**config.mk**
```make
export PLATFORM = sky130hd
export DESIGN_NAME = strap_smi_target
export DESIGN_NICKNAME = d
export VERILOG_FILES = /design/src/rtl/smi_tgt_pkg.sv /design/src/rtl/smi_addr_decode.sv /design/src/rtl/smi_indirect_engine.sv /design/src/rtl/smi_rsp_stage.sv /design/src/rtl/strap_smi_target.sv
export SDC_FILE = /design/constraint.sdc
export NUM_CORES = 1
export LEC_CHECK = 0
export BUFFER_PORTS_ARGS = -buffer_cell sky130_fd_sc_hd__clkbuf_2
export CAP_MARGIN = 20
export CORE_UTILIZATION = 30
export CTS_BUF_LIST = sky130_fd_sc_hd__clkbuf_2 sky130_fd_sc_hd__clkbuf_4 sky130_fd_sc_hd__clkbuf_8
export DETAILED_ROUTE_END_ITERATION = 8
export HOLD_SLACK_MARGIN = 0.15
export SETUP_SLACK_MARGIN = 0.2
export SYNTH_ARGS = -nofsm -noshare
export SYNTH_HDL_FRONTEND = slang
export SYNTH_SLANG_ARGS = --single-unit
```
**constraint.sdc**
```tcl
create_clock -name clk -period 3.07 [get_ports clk]
set_input_delay 0.614 -clock clk [delete_from_list [all_inputs] [get_ports clk]]
set_output_delay 0.614 -clock clk [all_outputs]
set_load 0.01 [all_outputs]
```
**src/rtl/smi_tgt_pkg.sv**
```systemverilog
package smi_tgt_pkg;

    localparam int ADDR_W  = 5;
    localparam int DATA_W  = 16;
    localparam int STRAP_W = ADDR_W - 1;
    localparam int HALF_W  = ADDR_W - 1;

    localparam int CMD_BUSY_BIT = DATA_W - 1;
    localparam int CMD_C22_BIT  = 12;
    localparam int CMD_OP_LSB   = 10;
    localparam int CMD_DEV_LSB  = 5;
    localparam int CMD_REG_LSB  = 0;

    localparam logic [1:0] OPC_WR = 2'b01;
    localparam logic [1:0] OPC_RD = 2'b10;

    typedef logic [ADDR_W-1:0]  addr_t;
    typedef logic [DATA_W-1:0]  word_t;
    typedef logic [DATA_W-2:0]  cmd_body_t;
    typedef logic [STRAP_W-1:0] strap_t;

    localparam addr_t REG_CMD  = addr_t'(0);
    localparam addr_t REG_DATA = addr_t'(1);

    typedef enum logic [1:0] {
        MODE_SINGLE   = 2'd0,
        MODE_DUAL     = 2'd1,
        MODE_INDIRECT = 2'd2
    } smi_mode_e;

    typedef enum logic [1:0] {
        OP_NONE = 2'd0,
        OP_RD   = 2'd1,
        OP_WR   = 2'd2
    } int_op_e;

    typedef struct packed {
        logic  valid;
        logic  write;
        addr_t phy;
        addr_t regad;
        word_t wdata;
    } bus_req_t;

    typedef struct packed {
        logic  en;
        logic  we;
        addr_t dev;
        addr_t regad;
        word_t wdata;
    } rf_req_t;

    function automatic smi_mode_e mode_from_strap(input logic dual, input strap_t s);
        if (dual)
            return MODE_DUAL;
        else if (s == '0)
            return MODE_SINGLE;
        else
            return MODE_INDIRECT;
    endfunction

    function automatic int_op_e cmd_op(input word_t w);
        if (!w[CMD_C22_BIT])
            return OP_NONE;
        case (w[CMD_OP_LSB +: 2])
            OPC_WR:  return OP_WR;
            OPC_RD:  return OP_RD;
            default: return OP_NONE;
        endcase
    endfunction

    function automatic addr_t cmd_dev(input cmd_body_t c);
        return c[CMD_DEV_LSB +: ADDR_W];
    endfunction

    function automatic addr_t cmd_reg(input cmd_body_t c);
        return c[CMD_REG_LSB +: ADDR_W];
    endfunction

endpackage

```
**src/rtl/smi_addr_decode.sv**
```systemverilog
module smi_addr_decode
    import smi_tgt_pkg::*;
(
    input  logic      clk,
    input  logic      rst,
    input  logic      dual_strap,
    input  strap_t    strap,
    input  logic      req_valid,
    input  addr_t     req_phy,
    input  addr_t     req_regad,
    output smi_mode_e mode,
    output logic      hit,
    output addr_t     dev,
    output logic      sel_cmd,
    output logic      sel_data
);

    addr_t own_addr;

    assign mode     = mode_from_strap(dual_strap, strap);
    assign own_addr = {strap, 1'b0};

    always_comb begin
        hit      = 1'b0;
        dev      = req_phy;
        sel_cmd  = 1'b0;
        sel_data = 1'b0;
        case (mode)
            MODE_SINGLE: begin
                hit = req_valid;
            end
            MODE_DUAL: begin
                hit = req_valid && (req_phy[ADDR_W-1] == strap[STRAP_W-1]);
                dev = {1'b0, req_phy[HALF_W-1:0]};
            end
            default: begin
                if (req_valid && (req_phy == own_addr)) begin
                    sel_cmd  = (req_regad == REG_CMD);
                    sel_data = (req_regad == REG_DATA);
                end
                hit = sel_cmd || sel_data;
            end
        endcase
    end

    // a hit in the half-space window never lands outside the lower half of sub-devices
    p_dual_dev_lower_r10: assert property (@(posedge clk) disable iff (rst)
        (mode == MODE_DUAL && hit) |-> (dev[ADDR_W-1] == 1'b0));

    // the two register selects never overlap
    p_sel_exclusive_r3: assert property (@(posedge clk) disable iff (rst)
        $onehot0({sel_cmd, sel_data}));

endmodule

```
**src/rtl/smi_indirect_engine.sv**
```systemverilog
module smi_indirect_engine
    import smi_tgt_pkg::*;
#(
    parameter int BUSY_CYCLES = 4
)(
    input  logic      clk,
    input  logic      rst,
    input  logic      wr_cmd,
    input  logic      wr_data,
    input  word_t     wdata,
    input  word_t     rf_rdata,
    output logic      busy,
    output cmd_body_t cmd_body,
    output word_t     data_word,
    output rf_req_t   rf_req
);

    localparam int CNT_W = (BUSY_CYCLES > 1) ? $clog2(BUSY_CYCLES) : 1;
    localparam logic [CNT_W-1:0] CNT_LOAD = CNT_W'(BUSY_CYCLES - 1);

    logic [CNT_W-1:0] cnt_q;
    logic             busy_q;
    cmd_body_t        cmd_q;
    word_t            data_q;
    int_op_e          cur_op;
    logic             fire;
    logic             start_ok;

    assign cur_op   = cmd_op({1'b1, cmd_q});
    assign fire     = busy_q && (cnt_q == '0);
    assign start_ok = wdata[CMD_BUSY_BIT] && (cmd_op(wdata) != OP_NONE);

    always_ff @(posedge clk) begin
        if (rst) begin
            busy_q <= 1'b0;
            cnt_q  <= '0;
            cmd_q  <= '0;
            data_q <= '0;
        end else begin
            if (fire) begin
                busy_q <= 1'b0;
                if (cur_op == OP_RD)
                    data_q <= rf_rdata;
            end else if (busy_q) begin
                cnt_q <= cnt_q - 1'b1;
            end
            if (!busy_q) begin
                if (wr_cmd) begin
                    cmd_q <= wdata[DATA_W-2:0];
                    if (start_ok) begin
                        busy_q <= 1'b1;
                        cnt_q  <= CNT_LOAD;
                    end
                end
                if (wr_data)
                    data_q <= wdata;
            end
        end
    end

    always_comb begin
        rf_req.en    = fire;
        rf_req.we    = fire && (cur_op == OP_WR);
        rf_req.dev   = cmd_dev(cmd_q);
        rf_req.regad = cmd_reg(cmd_q);
        rf_req.wdata = data_q;
    end

    assign busy      = busy_q;
    assign cmd_body  = cmd_q;
    assign data_word = data_q;

    // busy holds while the latency counter has not run out
    p_busy_hold_r5: assert property (@(posedge clk) disable iff (rst)
        (busy_q && cnt_q != '0) |=> busy_q);

    // the internal access strobe is followed by busy clearing
    p_busy_clears_r5: assert property (@(posedge clk) disable iff (rst)
        rf_req.en |=> !busy_q);

    // command and data stay frozen while an access is pending
    p_cmd_frozen_r8: assert property (@(posedge clk) disable iff (rst)
        (busy_q && !fire) |=> ($stable(cmd_q) && $stable(data_q)));

    // an invalid command leaves the engine idle
    p_bad_cmd_idle_r9: assert property (@(posedge clk) disable iff (rst)
        (!busy_q && wr_cmd && cmd_op(wdata) == OP_NONE) |=> !busy_q);

    // one internal access per command
    p_single_strobe_r6: assert property (@(posedge clk) disable iff (rst)
        rf_req.en |=> !rf_req.en);

endmodule

```
**src/rtl/smi_rsp_stage.sv**
```systemverilog
module smi_rsp_stage
    import smi_tgt_pkg::*;
(
    input  logic  clk,
    input  logic  rst,
    input  logic  hit,
    input  logic  is_write,
    input  word_t rd_value,
    output logic  rsp_valid,
    output word_t rsp_rdata
);

    always_ff @(posedge clk) begin
        if (rst) begin
            rsp_valid <= 1'b0;
            rsp_rdata <= '0;
        end else begin
            rsp_valid <= hit;
            rsp_rdata <= (hit && !is_write) ? rd_value : '0;
        end
    end

endmodule

```
**src/rtl/strap_smi_target.sv**
```systemverilog
module strap_smi_target
    import smi_tgt_pkg::*;
#(
    parameter int BUSY_CYCLES = 4
)(
    input  logic                clk,
    input  logic                rst,
    input  logic                dual_strap,
    input  logic [STRAP_W-1:0]  strap,
    input  logic                req_valid,
    input  logic                req_write,
    input  logic [ADDR_W-1:0]   req_phy,
    input  logic [ADDR_W-1:0]   req_reg,
    input  logic [DATA_W-1:0]   req_wdata,
    output logic                rsp_valid,
    output logic [DATA_W-1:0]   rsp_rdata,
    output logic                rf_en,
    output logic                rf_we,
    output logic [ADDR_W-1:0]   rf_dev,
    output logic [ADDR_W-1:0]   rf_reg,
    output logic [DATA_W-1:0]   rf_wdata,
    input  logic [DATA_W-1:0]   rf_rdata
);

    bus_req_t  req;
    smi_mode_e mode;
    logic      hit;
    addr_t     dec_dev;
    logic      sel_cmd;
    logic      sel_data;
    logic      eng_busy;
    cmd_body_t eng_cmd;
    word_t     eng_data;
    rf_req_t   eng_rf;
    rf_req_t   rf_out;
    word_t     rd_value;

    always_comb begin
        req.valid = req_valid;
        req.write = req_write;
        req.phy   = req_phy;
        req.regad = req_reg;
        req.wdata = req_wdata;
    end

    smi_addr_decode u_decode (
        .clk        (clk),
        .rst        (rst),
        .dual_strap (dual_strap),
        .strap      (strap),
        .req_valid  (req.valid),
        .req_phy    (req.phy),
        .req_regad  (req.regad),
        .mode       (mode),
        .hit        (hit),
        .dev        (dec_dev),
        .sel_cmd    (sel_cmd),
        .sel_data   (sel_data)
    );

    smi_indirect_engine #(
        .BUSY_CYCLES (BUSY_CYCLES)
    ) u_engine (
        .clk       (clk),
        .rst       (rst),
        .wr_cmd    (sel_cmd && req.write),
        .wr_data   (sel_data && req.write),
        .wdata     (req.wdata),
        .rf_rdata  (rf_rdata),
        .busy      (eng_busy),
        .cmd_body  (eng_cmd),
        .data_word (eng_data),
        .rf_req    (eng_rf)
    );

    always_comb begin
        if (mode == MODE_INDIRECT) begin
            rf_out   = eng_rf;
            rd_value = sel_cmd ? {eng_busy, eng_cmd} : eng_data;
        end else begin
            rf_out.en    = hit;
            rf_out.we    = hit && req.write;
            rf_out.dev   = dec_dev;
            rf_out.regad = req.regad;
            rf_out.wdata = req.wdata;
            rd_value     = rf_rdata;
        end
    end

    assign rf_en    = rf_out.en;
    assign rf_we    = rf_out.we;
    assign rf_dev   = rf_out.dev;
    assign rf_reg   = rf_out.regad;
    assign rf_wdata = rf_out.wdata;

    smi_rsp_stage u_rsp (
        .clk       (clk),
        .rst       (rst),
        .hit       (hit),
        .is_write  (req.write),
        .rd_value  (rd_value),
        .rsp_valid (rsp_valid),
        .rsp_rdata (rsp_rdata)
    );

    // a transaction that is not owned is never answered
    p_silent_unowned_r11: assert property (@(posedge clk) disable iff (rst)
        (req_valid && !hit) |=> !rsp_valid);

    // write responses carry zero data
    p_write_rsp_zero_r11: assert property (@(posedge clk) disable iff (rst)
        (req_valid && req_write) |=> (rsp_rdata == '0));

    // odd bus addresses are never answered in the indirect window
    p_odd_silent_r1: assert property (@(posedge clk) disable iff (rst)
        (mode == MODE_INDIRECT && req_valid && req_phy[0]) |=> !rsp_valid);

    // in the indirect window the internal port is quiet unless an access is pending
    p_port_quiet_r3: assert property (@(posedge clk) disable iff (rst)
        (mode == MODE_INDIRECT && !eng_busy) |-> !rf_en);

endmodule

```
==> qor.yml <==
synth_top_area_cell: "dfxtp_1"
worst_pin_slew_ns: 0.705
tritoncts: "built"
max_stage_delay_ns: 0.50
fin_crit_sh_pct: 86.3
outcome: "finished clean"
netlist.area_leader.share_pct: 38.1
finalWorstSetupSlack_ns: 0.419
vias: 2614
dieArea_sq_um: 9300
clk_pin_slew_ns: 0.09
cts_hold_repair.buffers: 0
die_y_microns: 96.5
p_per_area_nw_per_um2: 409
syn_area_sq_um: 2680
syn_to_final_growth_pct: 27.7
hp-class: "reg -> reg"
clock_latency_ns: 0.30
synthCells: 340
setup_tns_ns: 0
cts_buffer_depth: 2
post_cts_buffers: 0
yosysWarnings: 0
grtUsageTotal_pct: 17.4
post-dp-hpwl_microns: 5650
worstPathRequired_ns: 2.46
fp-row-count: 34
r2r_slack_ns: 1.17
clock_sinks: 51
antenna_found_initial: 0
yosysUniqueCellTypes: 32
synth_fp_nets: 392
cts_inserted_buffers: 5
relSlewSlack_pct: 53.0
core_sq_um: 8680
drt_iter0_drc: 64
hold_viol_final: 0
route.detailed.drc: 0
avgSynthCellArea_sq_um: 7.87
synth_async_sr_flop_share_pct: 0
yosysMostFrequentCell: "nand2_1"
viasPerCell: 4.87
nNetsFinal: 480
max_freq_mhz: 377
synth-edff-count: 0
ys.flop_type: "dfxtp_1"
wl_microns: 7680
ioPinCount: 96
synth_area_leaders: "dfxtp_1 (38%), nand2_1 (16%), mux2i_1 (12%)"
clockRootBuffer: "clkbuf_8"
cts_resized: 0
finalMaxSlewViolations: 0
maxCapViolations: 0
io_buffers: 95
crit_arrival_ns: 2.04
finalClockSkew_ns: 0.00667
grt_setup_unrepaired: "no"
antenna_left: 0
fin_crit_ns: 2.65
layout-drive-gt1-share_pct: 30.1
finalSetupViolations: 0
drt-pass1-iter-count: 4
end_kind: "primary output"
yosysSeqAreaShare_pct: 38.1
ys_ff_latch: 51
fill_cells: 970
place.gp.congestion: 0.791
crit_slowest_cell: "nor4_2"
dieWidth_microns: 96.5
grt_max_degree: 37
wl_per_cell_microns: 14.3
start_util_pct: 30.8
grt-ovfl-total: 0
cts_max_level: 2
vdd_drop_max_v: 0.000211
cp-start-kind: "input port"
p_leak_uw: 0.00140
worstSetupPathType: "in -> out"
register_area_sq_um: 1020
crit_path_max_fanout: 12
antenna_cells: 0
place_ws_ns: 0.388
synth_commonest_cells: "nand2_1 (113), dfxtp_1 (51), nor2_1 (51), mux2i_1 (32), a211oi_1 (16)"
grt_pass1_vias: 2518
grt_pass1_wl_microns: 12300
multi_input_comb_area_sq_um: 1540
crit_path_cell_trace: "clkbuf_2 -> nor4_2 -> or2_1 -> buf_4 -> nand2_1 -> nand2_1 -> clkbuf_2"
## routing by layer
layer  vias to the layer above  share of wire (%)  wire [microns]  track usage, %
li1                       1325                  -               -               -
met1                      1210                 49            3760            23.6
met2                        72                 45            3430            27.6
met3                         7                4.9             378            3.29
met4                         0                1.4             110            5.88
met5                         -                  0               0               0
## layout make-up
class / instances / area share [%]
multi-input combinational: 262 / 45.1
sequential: 51 / 29.9
timing repair buffer: 104 / 16.6
tap: 108 / 3.95
clock buffer: 5 / 2.01
clock inverter: 3 / 1.98
inverter: 4 / 0.439
## cell families (layout without fill, tap and decap cells)
| family | after synthesis | in the layout | share of synthesized area (%) |
|---|---|---|---|
| flip-flops | 51 | 51 | 38.1 |
| AO/OA/AOI/OAI | 41 | 41 | 14.4 |
| multiplexers | 32 | 32 | 12.0 |
| XOR/XNOR | 6 | 6 | 1.96 |
| adder cells (fa/ha/maj) | 1 | 1 | 0.467 |
| AND/OR/NAND/NOR | 182 | 182 | 28.3 |
| buffers and inverters | 27 | 116 | 4.81 |
## worst max-delay path: cells and delay by family
family	cells	cell delay, ns
buffers and inverters	3	0.48
and+or+nand+nor	4	0.94
## metrics by stage
step	hold WS, ns	instances	utilization [%]	instance area, sq um	total power, uW
3_5_place_dp	0.493	529	37.8	3280	855
4_1_cts	0.512	537	39.4	3420	1410
6_report	0.508	537	39.4	3420	1400
3_3_place_gp	0.477	529	37.8	3280	853
2_1_floorplan	0.460	340	-	2680	762
5_1_grt	0.535	537	39.4	3420	1450
## cells in the final DEF (no fill, tap or decap), types with 2 or more instances in the layout
cell	count
a21oi_1	2
nand4_1	2
or3_1	2
dfxtp_1	51
a211oi_1	16
a311oi_1	6
mux2i_1	32
xnor2_1	6
o21ai_0	5
nor2_1	49
or4_1	2
buf_4	7
nand2_1	113
inv_1	4
bufinv_16	2
a311oi_2	10
buf_12	2
clkbuf_2	95
clkbuf_8	5
## state kept, by name, indices dropped and copies added, names as in the netlist
signal and cells:
u_engine.data_word 16, u_rsp.rsp_rdata 16, u_engine.cmd_body 15, u_engine.cnt_q 2
u_engine.busy 1, u_rsp.rsp_valid 1
## worst paths after layout
check                                      startpoint  cells past startpoint               endpoint
worst min register to register  u_engine.data_word[0]                      2     u_rsp.rsp_rdata[0]
worst min-delay path            u_engine.data_word[0]                      2     u_rsp.rsp_rdata[0]
worst max register to register      u_engine.cnt_q[0]                      7  u_engine.data_word[6]
worst max-delay path                         strap[0]                      7              rf_dev[1]
## where the power goes
group | total [uW] | internal (uW) | switching, uW
combinational | 173 | 69.9 | 103
sequential | 664 | 664 | 0.724
clock | 559 | 325 | 233
total | 1400 | 1060 | 337
Note: power is estimated with default switching activity, not from simulation.
